**src/rtl/uw_pkg.sv**
```systemverilog
package uw_pkg;
    typedef enum logic [1:0] {
        OP_RD = 2'd0,
        OP_WR = 2'd1,
        OP_SH = 2'd2
    } uw_op_e;

    typedef enum logic [2:0] {
        ST_IDLE,
        ST_CHECK,
        ST_SEND,
        ST_RECV,
        ST_GAP,
        ST_POLL
    } uw_state_e;

    localparam logic [1:0] SEL_CMD  = 2'd0;
    localparam logic [1:0] SEL_WBUF = 2'd1;
    localparam logic [1:0] SEL_CTRL = 2'd2;

    localparam int REQ_LSB = 4;
endpackage

```
**src/rtl/uw_req_check.sv**
```systemverilog
module uw_req_check
    import uw_pkg::*;
#(
    parameter int ADDR_W    = 10,
    parameter int PROT_BASE = 48
) (
    input  logic [3:0]        req,
    input  logic [ADDR_W+1:0] cmd_lo,
    input  logic              prot,
    output logic              go,
    output uw_op_e            op,
    output logic              set_prot,
    output logic              blocked
);
    localparam logic [ADDR_W-1:0] PROT_A = ADDR_W'(PROT_BASE);

    logic [ADDR_W-1:0] addr;
    logic [1:0]        opc;
    logic [1:0]        sub;
    logic              single;
    logic              hits_high;

    always_comb begin
        addr      = cmd_lo[ADDR_W-1:0];
        opc       = cmd_lo[ADDR_W+1:ADDR_W];
        sub       = cmd_lo[ADDR_W-1:ADDR_W-2];
        single    = ($countones(req) == 1);
        go        = single && !req[3];
        set_prot  = single && req[3];
        if (req[0])
            op = OP_RD;
        else if (req[1])
            op = OP_WR;
        else
            op = OP_SH;
        hits_high = ((opc == 2'b01 || opc == 2'b11) && (addr >= PROT_A)) ||
                    ((opc == 2'b00) && (sub == 2'b01 || sub == 2'b10));
        blocked   = prot && (op != OP_RD) && hits_high;
    end
endmodule

```
**src/rtl/uw_serial_engine.sv**
```systemverilog
module uw_serial_engine
    import uw_pkg::*;
#(
    parameter int DATA_W  = 16,
    parameter int SK_HALF = 4
) (
    input  logic              clk,
    input  logic              rst_n,
    input  logic              start,
    input  uw_op_e            op,
    input  logic              blocked,
    input  logic [DATA_W-1:0] cmd_in,
    input  logic [DATA_W-1:0] wdata_in,
    input  logic              mw_di,
    output logic              busy,
    output logic              mw_cs,
    output logic              mw_sk,
    output logic              mw_do,
    output logic              rd_valid,
    output logic [DATA_W-1:0] rd_word
);
    localparam int SR_W  = 2 * DATA_W;
    localparam int CNT_W = $clog2(SR_W);
    localparam int DIV_W = (SK_HALF > 1) ? $clog2(SK_HALF) : 1;

    uw_state_e         state, nxt;
    uw_op_e            op_q;
    logic              blk_q;
    logic [SR_W-1:0]   out_sr;
    logic [DATA_W-1:0] in_sr;
    logic [CNT_W-1:0]  cnt;
    logic [CNT_W-1:0]  last_idx;
    logic [DIV_W-1:0]  div_cnt;
    logic              ph;
    logic              tick;
    logic              out_last;
    logic              in_last;

    always_comb begin
        tick     = (div_cnt == DIV_W'(SK_HALF - 1));
        last_idx = (op_q == OP_WR) ? CNT_W'(SR_W - 1) : CNT_W'(DATA_W - 1);
        out_last = (cnt == last_idx);
        in_last  = (cnt == CNT_W'(DATA_W - 1));
    end

    // state register
    always_ff @(posedge clk) begin
        if (!rst_n)
            state <= ST_IDLE;
        else
            state <= nxt;
    end

    // next state
    always_comb begin
        nxt = state;
        unique case (state)
            ST_IDLE:  if (start) nxt = ST_CHECK;
            ST_CHECK: nxt = blk_q ? ST_IDLE : ST_SEND;
            ST_SEND:  if (tick && ph && out_last)
                          nxt = (op_q == OP_RD) ? ST_RECV :
                                (op_q == OP_WR) ? ST_GAP  : ST_IDLE;
            ST_RECV:  if (tick && ph && in_last) nxt = ST_IDLE;
            ST_GAP:   if (tick) nxt = ST_POLL;
            ST_POLL:  if (tick && mw_di) nxt = ST_IDLE;
            default:  nxt = ST_IDLE;
        endcase
    end

    // datapath: divider, phase, shift registers, bit counter
    always_ff @(posedge clk) begin
        if (!rst_n) begin
            op_q    <= OP_SH;
            blk_q   <= 1'b0;
            out_sr  <= '0;
            in_sr   <= '0;
            cnt     <= '0;
            div_cnt <= '0;
            ph      <= 1'b0;
        end else begin
            if (state == ST_IDLE || state == ST_CHECK || tick)
                div_cnt <= '0;
            else
                div_cnt <= div_cnt + 1'b1;

            unique case (state)
                ST_IDLE: begin
                    ph  <= 1'b0;
                    cnt <= '0;
                    if (start) begin
                        op_q   <= op;
                        blk_q  <= blocked;
                        out_sr <= {cmd_in, wdata_in};
                    end
                end
                ST_SEND: begin
                    if (tick) begin
                        if (!ph) begin
                            ph <= 1'b1;
                        end else begin
                            ph     <= 1'b0;
                            out_sr <= {out_sr[SR_W-2:0], 1'b0};
                            cnt    <= out_last ? '0 : cnt + 1'b1;
                        end
                    end
                end
                ST_RECV: begin
                    if (tick) begin
                        if (!ph) begin
                            ph    <= 1'b1;
                            in_sr <= {in_sr[DATA_W-2:0], mw_di};
                        end else begin
                            ph  <= 1'b0;
                            cnt <= cnt + 1'b1;
                        end
                    end
                end
                default: ph <= 1'b0;
            endcase
        end
    end

    // outputs
    always_comb begin
        busy     = (state != ST_IDLE);
        mw_cs    = (state == ST_SEND) || (state == ST_RECV) || (state == ST_POLL);
        mw_sk    = ph && ((state == ST_SEND) || (state == ST_RECV));
        mw_do    = (state == ST_SEND) && out_sr[SR_W-1];
        rd_valid = (state == ST_RECV) && tick && ph && in_last;
        rd_word  = in_sr;
    end
endmodule

```
**src/rtl/uw_eeprom_host.sv**
```systemverilog
module uw_eeprom_host
    import uw_pkg::*;
#(
    parameter int ADDR_W    = 10,
    parameter int DATA_W    = 16,
    parameter int SK_HALF   = 4,
    parameter int PROT_BASE = 48
) (
    input  logic              clk,
    input  logic              rst_n,
    input  logic              reg_we,
    input  logic [1:0]        reg_sel,
    input  logic [DATA_W-1:0] reg_wdata,
    output logic [DATA_W-1:0] cmd_rdata,
    output logic [DATA_W-1:0] rdata,
    output logic [DATA_W-1:0] status,
    output logic              mw_cs,
    output logic              mw_sk,
    output logic              mw_do,
    input  logic              mw_di
);
    logic [DATA_W-1:0] cmd_q;
    logic [DATA_W-1:0] wbuf_q;
    logic [DATA_W-1:0] rbuf_q;
    logic              prot_q;
    logic              rd_done_q;
    logic              busy;
    logic              go;
    logic              set_prot;
    logic              blocked;
    uw_op_e            op;
    logic              ctrl_fire;
    logic              start;
    logic              rd_valid;
    logic [DATA_W-1:0] rd_word;

    uw_req_check #(
        .ADDR_W   (ADDR_W),
        .PROT_BASE(PROT_BASE)
    ) u_check (
        .req     (reg_wdata[REQ_LSB+3:REQ_LSB]),
        .cmd_lo  (cmd_q[ADDR_W+1:0]),
        .prot    (prot_q),
        .go      (go),
        .op      (op),
        .set_prot(set_prot),
        .blocked (blocked)
    );

    always_comb begin
        ctrl_fire = reg_we && (reg_sel == SEL_CTRL) && !busy;
        start     = ctrl_fire && go;
    end

    uw_serial_engine #(
        .DATA_W (DATA_W),
        .SK_HALF(SK_HALF)
    ) u_engine (
        .clk     (clk),
        .rst_n   (rst_n),
        .start   (start),
        .op      (op),
        .blocked (blocked),
        .cmd_in  (cmd_q),
        .wdata_in(wbuf_q),
        .mw_di   (mw_di),
        .busy    (busy),
        .mw_cs   (mw_cs),
        .mw_sk   (mw_sk),
        .mw_do   (mw_do),
        .rd_valid(rd_valid),
        .rd_word (rd_word)
    );

    always_ff @(posedge clk) begin
        if (!rst_n) begin
            cmd_q     <= '0;
            wbuf_q    <= '0;
            rbuf_q    <= '0;
            prot_q    <= 1'b0;
            rd_done_q <= 1'b1;
        end else begin
            if (reg_we && reg_sel == SEL_CMD)
                cmd_q <= reg_wdata;
            if (reg_we && reg_sel == SEL_WBUF)
                wbuf_q <= reg_wdata;
            if (ctrl_fire && set_prot)
                prot_q <= 1'b1;
            if (rd_valid) begin
                rbuf_q    <= rd_word;
                rd_done_q <= 1'b1;
            end else if (start && op == OP_RD) begin
                rd_done_q <= 1'b0;
            end
        end
    end

    always_comb begin
        cmd_rdata = cmd_q;
        rdata     = rbuf_q;
        status    = {{(DATA_W-8){1'b0}}, prot_q, 5'b0, ~busy, rd_done_q};
    end
endmodule

```
**config.mk**
```make
export PLATFORM = sky130hd
export DESIGN_NAME = uw_eeprom_host
export DESIGN_NICKNAME = d
export VERILOG_FILES = /design/src/rtl/uw_pkg.sv /design/src/rtl/uw_req_check.sv /design/src/rtl/uw_serial_engine.sv /design/src/rtl/uw_eeprom_host.sv
export SDC_FILE = /design/constraint.sdc
export NUM_CORES = 1
export LEC_CHECK = 0
export BUFFER_PORTS_ARGS = -buffer_cell sky130_fd_sc_hd__buf_2
export CORE_ASPECT_RATIO = 0.8
export CORE_MARGIN = 2
export CORE_UTILIZATION = 60
export CTS_CLUSTER_DIAMETER = 150
export DETAILED_ROUTE_END_ITERATION = 8
export GPL_ROUTABILITY_DRIVEN = 0
export GPL_TIMING_DRIVEN = 0
export PLACE_DENSITY = 0.94
export RECOVER_POWER = 50
export SYNTH_ARGS = -nofsm -noshare
export SYNTH_HDL_FRONTEND = slang
export SYNTH_SLANG_ARGS = --single-unit
```
**constraint.sdc**
```tcl
create_clock -name clk -period 7.58 [get_ports clk]
set_input_delay 0 -clock clk [delete_from_list [all_inputs] [get_ports clk]]
set_output_delay 0 -clock clk [all_outputs]
set_load 0.05 [all_outputs]
```
==> impl_metrics.py <==
metrics = {
    "cells_and_area": {
        "syn_to_final_growth_pct": 15.8,
        "n_fill_cell": 572,
        "drive_above_1_share_pct": 9.26,
        "stdcell_area_um2": 5740,
        "n_antenna_cell": 0,
        "nets": 729,
    },
    "grt": {
        "track_usage_pct": 31.0,
        "grt_overflow": 0,
        "grt_pass1_vias": 4836,
        "antenna_found_initial": 0,
        "grt_pass1_wl_um": 22400,
        "grt_max_degree": 21,
    },
    "pwr": {
        "power_density_nw_per_um2": 183,
        "p_leak_nw": 2.42,
        "peakVddDrop_v": 0.000130,
        "switching_share_pct": 27.7,
        "clkPwrFrac_pct": 32.9,
        "seq_power_share_pct": 57.5,
        "p_switching_w": 0.000292,
        "power_frac_comb_pct": 9.6,
        "cellInternalPower_w": 0.000761,
    },
    "timing": {
        "max_freq_mhz": 320,
        "maxSlewHeadroom_pct": 33.8,
        "worst_slew_pin_slew_ns": 0.988,
        "timing.final.crit_share_pct": 41.3,
        "setup_viol": 0,
        "rsz0062_at_grt": "no",
        "finalSetupTns_ns": 0,
        "holdWs_ns": 0.0624,
        "finalHoldViolCount": 0,
        "slew_violations": 0,
        "timing.final.crit_period_ns": 3.13,
        "clock-skew-final_ns": 0.00990,
    },
    "worst_setup_path": {
        "crit_path_end": "u_engine.out_sr[16]",
        "startpoint": "reg_wdata[7]",
        "rr_worst_depth": 7,
        "cp_slowest_cell": "dlygate4sd3_1",
        "worstPathRequired_ns": 7.86,
        "cpPeakStageDelay_ns": 0.56,
        "rr_startpoint": "u_engine.div_cnt[0]",
        "cp-start-kind": "input pin",
        "timing.rr.end": "u_engine.rd_word[15]",
        "cp_cell_sequence": "dlygate4sd3_1 > buf_2 > ha_1 > ha_1 > fa_1 > or2_2 > or4_4 > buf_6 > o21ai_2 > buf_2 > nand3_1 > o211a_1",
        "criticalPathCategory": "input pin to flip-flop",
        "end_kind": "flip-flop",
        "cp.arrival_ns": 3.41,
        "ff2ff_setup_slack_ns": 5.06,
        "critPathMaxFanout": 10,
    },
    "yosys": {
        "async_flop_share_pct": 0,
        "netlist.area_leader.share_pct": 45.2,
        "synth_ff_type": "dfxtp_1",
        "yosys.area.top_type": "dfxtp_1",
        "synth-seq-cells": 112,
        "yosys_warnings": 0,
        "synthCells": 598,
        "synth_edf_count": 0,
        "synth.distinct_cells": 49,
        "netlist_area_um2": 4960,
        "synth.top_cells.by_area": "dfxtp_1, nand2_1, a21boi_0, o211a_1, nand3_1",
        "avgSynthCellArea_um2": 8.29,
        "yosysSeqAreaShare_pct": 45.2,
    },
    "floorplan": {
        "start_util_pct": 62.1,
        "die_h_um": 85.3,
        "rows": 29,
        "die_x_um": 106,
        "ioPinCount": 73,
        "core_area_um2": 7980,
        "die_area_um2": 9010,
    },
    "route": {
        "drcViolationCount": 0,
        "drt-total-wl_um": 13900,
        "drt_first_pass_iters": 6,
        "vias": 4886,
        "viasPerCell": 6.03,
        "wl_per_cell_um": 17.2,
        "drt_iter0_drc": 512,
        "final_antenna_net_count": 0,
    },
    "clock_tree": {
        "insertion_delay_ns": 0.38,
        "numCtsBuffers": 9,
        "post_cts_buffers": 0,
        "clock_sinks": 112,
        "htree_levels": 3,
        "path_clk_slew_ns": 0.11,
        "clockRootBuffer": "clkbuf_8",
        "cts_tree": "yes",
        "ctsLongestPathBuffers": 2,
    },
    "place": {
        "place_area_um2": 5430,
        "post-dp-hpwl_um": 8770,
        "port_buffers": 59,
    },
    "flow_run": {
        "max_cap_viol_count": 0,
    },
    "run_status": {
        "status": "finished, final reports clean",
    },
    "hold_path": {
        "hold_path.class": "input pin to flip-flop",
    },
}
timing repair:
item,in CTS,in global routing
hold endpoints to repair,33,0
hold buffers,17,0
resized for setup,0,0
final cells by class:
class,instances,area (um^2),share of cell area [%]
Buffer,59,300,5.23
Clock buffer,10,128,2.22
Clock inverter,6,58.8,1.02
Inverter,8,30.0,0.523
Multi-Input combinational cell,431,2430,42.3
Sequential cell,112,2240,39.0
Tap cell,108,135,2.35
Timing Repair Buffer,76,417,7.26
stage by stage:
step,std cells,util [%],setup WS (ns),total power [W]
after floorplan,610,-,5.05,0.000683
after global placement,777,68.1,4.78,0.000705
after detailed placement,777,68.1,4.68,0.000708
after CTS,810,72.5,4.50,0.00105
after global routing,810,71.9,4.31,0.00108
final,810,71.9,4.45,0.00105
Yosys cell counts (all sizes together), types with 3 or more instances:
| cell | n |
|---|---|
| inv | 8 |
| nand2 | 201 |
| a21boi | 67 |
| o211ai | 3 |
| and2 | 3 |
| nor2 | 10 |
| buf | 24 |
| o211a | 31 |
| dfxtp | 112 |
| nor2b | 5 |
| o21ai | 6 |
| nand4 | 3 |
| and3 | 4 |
| ha | 9 |
| nand3 | 35 |
| mux2i | 4 |
| clkbuf | 35 |
sequential cells by signal, summed over array words and instances (netlist names):
register / cells
wbuf_q: 16
cmd_rdata: 16
u_engine.blk_q: 1
u_engine.op_q: 2
u_engine.rd_word: 16
u_engine.ph: 1
rdata: 16
u_engine.state: 3
u_engine.cnt: 5
rd_done_q: 1
u_engine.div_cnt: 2
prot_q: 1
u_engine.out_sr: 32
worst max-delay path: cells and delay by family:
kind                     cells  cell delay [ns]
buffers and inverters        4             1.21
AND/OR/NAND/NOR              3             0.92
adder cells (fa/ha/maj)      3             0.92
AO/OA/AOI/OAI                2             0.34
cell usage in the layout, fill, tap and decap left out, drive strengths merged, types with 3 or more instances in the layout:
cell / count
and2: 3
conb: 13
a21boi: 67
dfxtp: 112
nor2b: 5
nand2: 201
buf: 43
nor2: 10
clkbuf: 85
nand4: 3
nand3: 35
mux2i: 4
inv: 12
ha: 9
dlygate4sd3: 17
o211ai: 3
o21ai: 6
and3: 4
o211a: 31
kinds of logic (layout without fill, tap and decap cells):
group / Yosys count / after routing / synth area share, %
AO/OA/AOI/OAI: 120 / 120 / 19.4
buffers and inverters: 67 / 159 / 6.66
XOR/XNOR: 4 / 4 / 0.707
flip-flops: 112 / 112 / 45.2
other: 1 / 13 / 0.0756
AND/OR/NAND/NOR: 280 / 280 / 24.4
multiplexers: 4 / 4 / 0.808
adder cells (fa/ha/maj): 10 / 10 / 2.67
how the worst min path moves through the flow:
stage	startpoint	to	slack (ns)	cells after the start
after detailed placement	reg_wdata[3]	cmd_rdata[3]	0.27	3
after floorplan	reg_wdata[0]	cmd_rdata[0]	0.14	2
after global routing	rst_n	u_engine.state[1]	0.07	3
after global placement	reg_wdata[3]	cmd_rdata[3]	0.27	3
after CTS	rst_n	u_engine.state[1]	0.04	3
final	rst_n	u_engine.state[1]	0.06	3
power by group through the flow:
stage / combinational (W) / sequential (W) / clock, W
finish: 0.000101 / 0.000605 / 0.000346
detailed placement: 0.0000904 / 0.000618 / 0
floorplan: 0.0000573 / 0.000626 / 0
CTS: 0.0000976 / 0.000604 / 0.000344
global placement: 0.0000875 / 0.000617 / 0
global route: 0.000107 / 0.000606 / 0.000369
metal layers:
layer  GRT usage, %  up-vias  routed length [um]
li1               -     2181                   -
met2           52.5      356                6530
met5              0        -                   0
met3           7.60       80                1400
met4           16.3        0                 617
met1           36.7     2269                5360
Note: power is estimated with default switching activity, not from simulation.
